### src/rtl/ssr_pkg.sv
// Shared types for the shift/rotate unit.
// Assumes the fill selector is three bits wide: a two-bit source class
// followed by a constant bit that only matters for the constant class.
package ssr_pkg;

    // Source class of the bit that enters the vacated end
    typedef enum logic [1:0] {
        FILL_CARRY = 2'b00,
        FILL_MSB   = 2'b01,
        FILL_LSB   = 2'b10,
        FILL_CONST = 2'b11
    } fill_src_e;

    // Decoded control for one operation
    typedef struct packed {
        logic      shift_right;
        fill_src_e src;
        logic      const_val;
    } shift_ctrl_t;

endpackage

### src/rtl/ssr_decode.sv
// Pulls the direction and fill-select fields out of the instruction word.
// Assumes the three select bits start at SEL_LSB and the direction bit
// sits directly above them. All other instruction bits are ignored.
module ssr_decode #(
    parameter int INSTR_W = 18,
    parameter int SEL_LSB = 0
) (
    input  logic [INSTR_W-1:0]  instr,
    output ssr_pkg::shift_ctrl_t ctrl
);
    localparam int DIR_POS = SEL_LSB + 3;
    localparam int HI_LSB  = DIR_POS + 1;

    // Field extraction
    always_comb begin
        ctrl.shift_right = instr[DIR_POS];
        ctrl.src         = ssr_pkg::fill_src_e'(instr[SEL_LSB+2:SEL_LSB+1]);
        ctrl.const_val   = instr[SEL_LSB];
    end

    // Bits outside the control field are deliberately ignored
    generate
        if (HI_LSB < INSTR_W) begin : g_hi
            logic unused_hi;
            assign unused_hi = ^instr[INSTR_W-1:HI_LSB];
        end
        if (SEL_LSB > 0) begin : g_lo
            logic unused_lo;
            assign unused_lo = ^instr[SEL_LSB-1:0];
        end
    endgenerate
endmodule

### src/rtl/ssr_fill_mux.sv
// Chooses the bit that enters the vacated end of the register.
// Needs only the operand's two end bits and the current carry flag.
module ssr_fill_mux (
    input  ssr_pkg::shift_ctrl_t ctrl,
    input  logic                 operand_msb,
    input  logic                 operand_lsb,
    input  logic                 carry_in,
    output logic                 fill_bit
);
    // Four-way select on the source class
    always_comb begin
        unique case (ctrl.src)
            ssr_pkg::FILL_CARRY: fill_bit = carry_in;
            ssr_pkg::FILL_MSB:   fill_bit = operand_msb;
            ssr_pkg::FILL_LSB:   fill_bit = operand_lsb;
            default:             fill_bit = ctrl.const_val;
        endcase
    end
endmodule

### src/rtl/ssr_shifter.sv
// Moves the operand by one bit in either direction and inserts the fill bit.
// Each result bit is a 2:1 mux between its two neighbours, with the fill bit
// taking the place of the missing neighbour at each end.
module ssr_shifter #(
    parameter int DATA_W = 8
) (
    input  logic              shift_right,
    input  logic              fill_bit,
    input  logic [DATA_W-1:0] operand,
    output logic [DATA_W-1:0] shifted,
    output logic              shifted_out
);
    localparam int TOP = DATA_W - 1;

    // Per-bit neighbour select
    generate
        for (genvar i = 0; i < DATA_W; i++) begin : g_bit
            logic from_below;
            logic from_above;
            if (i == 0) begin : g_low_end
                assign from_below = fill_bit;
            end else begin : g_low_mid
                assign from_below = operand[i-1];
            end
            if (i == TOP) begin : g_high_end
                assign from_above = fill_bit;
            end else begin : g_high_mid
                assign from_above = operand[i+1];
            end
            assign shifted[i] = shift_right ? from_above : from_below;
        end
    endgenerate

    // The end bit that leaves the register
    always_comb begin
        shifted_out = shift_right ? operand[0] : operand[TOP];
    end
endmodule

### src/rtl/ssr_zero_detect.sv
// Flags an all-zero word. Built as a two-level OR so the depth stays
// shallow for wider datapaths.
module ssr_zero_detect #(
    parameter int DATA_W = 8,
    parameter int GROUP  = 4
) (
    input  logic [DATA_W-1:0] value,
    output logic              is_zero
);
    localparam int NGRP = (DATA_W + GROUP - 1) / GROUP;

    logic [NGRP-1:0] grp_any;

    // First level: OR within each group
    generate
        for (genvar g = 0; g < NGRP; g++) begin : g_grp
            localparam int LO = g * GROUP;
            localparam int HI = (LO + GROUP - 1 < DATA_W) ? LO + GROUP - 1 : DATA_W - 1;
            assign grp_any[g] = |value[HI:LO];
        end
    endgenerate

    // Second level: no group has a set bit
    always_comb begin
        is_zero = ~|grp_any;
    end
endmodule

### src/rtl/shift_rotate_unit.sv
// One-bit shift/rotate unit with a selectable fill source and a registered
// result, carry and zero flag. Inputs are sampled on every rising clock edge.
// Reset is synchronous and active low.
module shift_rotate_unit #(
    parameter int DATA_W  = 8,
    parameter int INSTR_W = 18,
    parameter int SEL_LSB = 0
) (
    input  logic               clk,
    input  logic               rst_n,
    input  logic [INSTR_W-1:0] instr,
    input  logic [DATA_W-1:0]  operand,
    input  logic               carry_in,
    output logic [DATA_W-1:0]  result,
    output logic               carry_out,
    output logic               zero_out
);
    ssr_pkg::shift_ctrl_t ctrl;
    logic                 fill_bit;
    logic [DATA_W-1:0]    next_result;
    logic                 next_carry;
    logic                 next_zero;

    ssr_decode #(.INSTR_W(INSTR_W), .SEL_LSB(SEL_LSB)) u_decode (
        .instr (instr),
        .ctrl  (ctrl)
    );

    ssr_fill_mux u_fill (
        .ctrl        (ctrl),
        .operand_msb (operand[DATA_W-1]),
        .operand_lsb (operand[0]),
        .carry_in    (carry_in),
        .fill_bit    (fill_bit)
    );

    ssr_shifter #(.DATA_W(DATA_W)) u_shift (
        .shift_right (ctrl.shift_right),
        .fill_bit    (fill_bit),
        .operand     (operand),
        .shifted     (next_result),
        .shifted_out (next_carry)
    );

    ssr_zero_detect #(.DATA_W(DATA_W)) u_zero (
        .value   (next_result),
        .is_zero (next_zero)
    );

    // Output register with synchronous clear
    always_ff @(posedge clk) begin
        if (!rst_n) begin
            result    <= '0;
            carry_out <= 1'b0;
            zero_out  <= 1'b1;
        end else begin
            result    <= next_result;
            carry_out <= next_carry;
            zero_out  <= next_zero;
        end
    end
endmodule

### config.mk
export PLATFORM = sky130hd
export DESIGN_NAME = shift_rotate_unit
export DESIGN_NICKNAME = d
export VERILOG_FILES = /design/src/rtl/ssr_pkg.sv /design/src/rtl/ssr_decode.sv /design/src/rtl/ssr_fill_mux.sv /design/src/rtl/ssr_shifter.sv /design/src/rtl/ssr_zero_detect.sv /design/src/rtl/shift_rotate_unit.sv
export SDC_FILE = /design/constraint.sdc
export NUM_CORES = 1
export LEC_CHECK = 0
export CORE_AREA = 4 4 41 43
export CTS_BUF_LIST = sky130_fd_sc_hd__clkbuf_4 sky130_fd_sc_hd__clkbuf_8
export DETAILED_ROUTE_END_ITERATION = 7
export DIE_AREA = 0 0 45 47
export DONT_BUFFER_PORTS = 1
export HOLD_SLACK_MARGIN = 0.12
export RECOVER_POWER = 25
export SETUP_SLACK_MARGIN = 0.05
export SYNTH_ARGS = -nofsm -noshare
export SYNTH_HDL_FRONTEND = slang
export SYNTH_SLANG_ARGS = --single-unit
### constraint.sdc
create_clock -name clk -period 1.1 [get_ports clk]
set_clock_uncertainty 0.05 [all_clocks]
set_input_delay 0 -clock clk [delete_from_list [all_inputs] [get_ports clk]]
set_output_delay 0 -clock clk [all_outputs]
set_load 0.1 [all_outputs]
==> flow_metrics.tcl <==
set metrics [dict create \
    fillers 135 \
    power_density_nw_per_um2 1530 \
    start_util 0.318 \
    netlist_area_sq_um 414 \
    cts_buffer_depth 2 \
    core_sq_um 1300 \
    synth_area_leaders "dfxtp_1 (48%), mux2i_1 (17%), nor2b_1 (11%), mux4_2 (5.4%), a21boi_1 (3.6%)" \
    cts_hold_buf 9 \
    dieArea_sq_um 2120 \
    port_buffers 0 \
    rsz0062_at_grt "false" \
    syn_avg_cell_area_sq_um 10.9 \
    multi_input_area_sq_um 215 \
    overflow 0 \
    cts-root-buf "clkbuf_4" \
    min_path_type "in -> reg" \
    ys_types 14 \
    htreeDepth 1 \
    dr.pass1.iters 2 \
    worstSetupStartpoint "operand[4]" \
    max_slew_margin 0.803 \
    p_leak_nw 0.271 \
    intPower_uw 605 \
    clkPwrFrac 0.259 \
    setup_viol 0 \
    synth_nets 67 \
    num_antenna_cells 0 \
    status "finished, violations left" \
    maxSlewViolCount 0 \
    grt_antenna_before_repair 0 \
    cp_num_buf_inv 1 \
    avgViaCountPerCell 5.09 \
    setup_tns_ps 0 \
    cp_cell_sequence "dlygate4sd3_1 > nor4_2 > nand3_1 > o31ai_2" \
    drt_iter0_markers 2 \
    cts_tree "built" \
    layout_common_cells "dfxtp_1 (10), buf_4 (10), dlygate4sd3_1 (9)" \
    yosys.area.top_type "dfxtp_1" \
    wire_per_inst_um 14.6 \
    critPathTopFamily "buffers and inverters" \
    swShare 0.364 \
    cpMaxStageDelayCell "dlygate4sd3_1" \
    grt_pass1_vias 428 \
    path_clk_slew_ps 60 \
    total_power_uw 952 \
    grt_pass1_wl_mm 1.67 \
    worstSetupPathType "in -> reg" \
    violations "negative hold slack" \
    drive_gt1_frac 0.271 \
    synth_top_area_frac 0.483 \
    fin_crit_ps 1040 \
    hold_violations 5 \
    area_delta_synth_final_pct 50.2 \
    routed_wl_mm 1.08 \
    yosysWarnings 0 \
    placementRows 13 \
    num-nets-final 90 \
    final_antenna_net_count 0 \
    tightest_slew_ps 295 \
    switching_power_uw 346 \
    p_seq_frac 0.413 \
    grt_max_degree 14 \
    required_ps 1240 \
    cp-end-kind "flip-flop" \
    place_congestion 0.745 \
    synth_seq_cells 10 \
    min_from "instr[3]" \
    critPathMaxStageDelay_ps 590 \
    seq_area_sq_um 200 \
    synth-seq-area-share 0.483 \
    grt_usage 0.121 \
    cts_sinks 10 \
    crit_arrival_ps 1180 \
    hold_ws_ps -176 \
    vias 377 \
    ir_worst_vdd_mv 0.826 \
    comb_power_share 0.328 \
    syn_inst 38 \
    crit_fanout 2 \
    drc 0 \
    fin_cells 74 \
    fmax_mhz 957 \
    fin_crit_sh 0.950 \
    die_y_um 47 \
    dp_cells 62 \
    io_pins 39 \
    cts-buffers-inserted 3 \
    die_x_um 45 \
    startpoint_type "primary input" \
    maxCapViolations 0 \
    cts_setup_buffers 0 \
]
final cells by class:
type / count / area share
Clock buffer: 3 / 0.0362
Multi-Input combinational cell: 27 / 0.346
Sequential cell: 10 / 0.322
Tap cell: 15 / 0.0302
Timing Repair Buffer: 19 / 0.266
kinds of logic (layout without fill, tap and decap cells):
kind of cell           Yosys count  in the layout  share of synthesized area
AOI/OAI and AO/OA                4              4                     0.0785
buffers and inverters            1             22                     0.0121
DFF                             10             10                      0.483
muxes                            8              8                      0.224
and+or+nand+nor                 15             15                      0.202
synth_stat cells:
cell      instances
a21boi_1          2
a21oi_1           1
buf_2             1
dfxtp_1          10
mux2i_1           7
mux4_2            1
nand2_1           2
nand2b_1          2
nand3_1           1
nor2_1            1
nor2b_1           7
nor3_1            1
nor4_1            1
o31ai_2           1
registers in the layout, indices dropped and copies added (netlist names):
register and flops:
result 8, zero_out 1, carry_out 1
power by group through the flow:
stage / clock network [mW] / registers [mW] / logic (mW)
finish: 0.247 / 0.393 / 0.312
global route: 0.289 / 0.395 / 0.325
CTS: 0.255 / 0.393 / 0.310
detailed placement: 0 / 0.401 / 0.273
global placement: 0 / 0.400 / 0.272
floorplan: 0 / 0.579 / 0.0556
stage by stage:
stage / utilization / hold slack [ps] / worst slack [ps] / area (sq um)
floorplan: - / 15.0 / 141 / 414
global placement: 0.387 / 23.5 / 208 / 503
detailed placement: 0.387 / 22.3 / 201 / 503
CTS: 0.473 / -180 / 55.2 / 616
global route: 0.478 / -178 / 16.6 / 622
finish: 0.478 / -176 / 55.1 / 622
worst paths after layout:
path,endpoint,slack (ps),depth (start not counted)
worst max-delay path,zero_out$_SDFF_PN1_,60,4
worst min-delay path,result[7]$_SDFF_PN0_,-180,2
repair_timing:
action	in CTS	in global routing
resized for setup	0	1
endpoints found under the setup margin	0	1
endpoints found under the hold margin	10	5
layer usage:
metal | up-vias | part of all wire | track usage
met4 | 0 | 0.037 | 0.140
li1 | 176 | - | -
met5 | - | 0 | 0
met1 | 173 | 0.33 | 0.0972
met3 | 5 | 0.11 | 0.0728
met2 | 23 | 0.52 | 0.189
No activity file was read; power rests on OpenSTA's default activity.
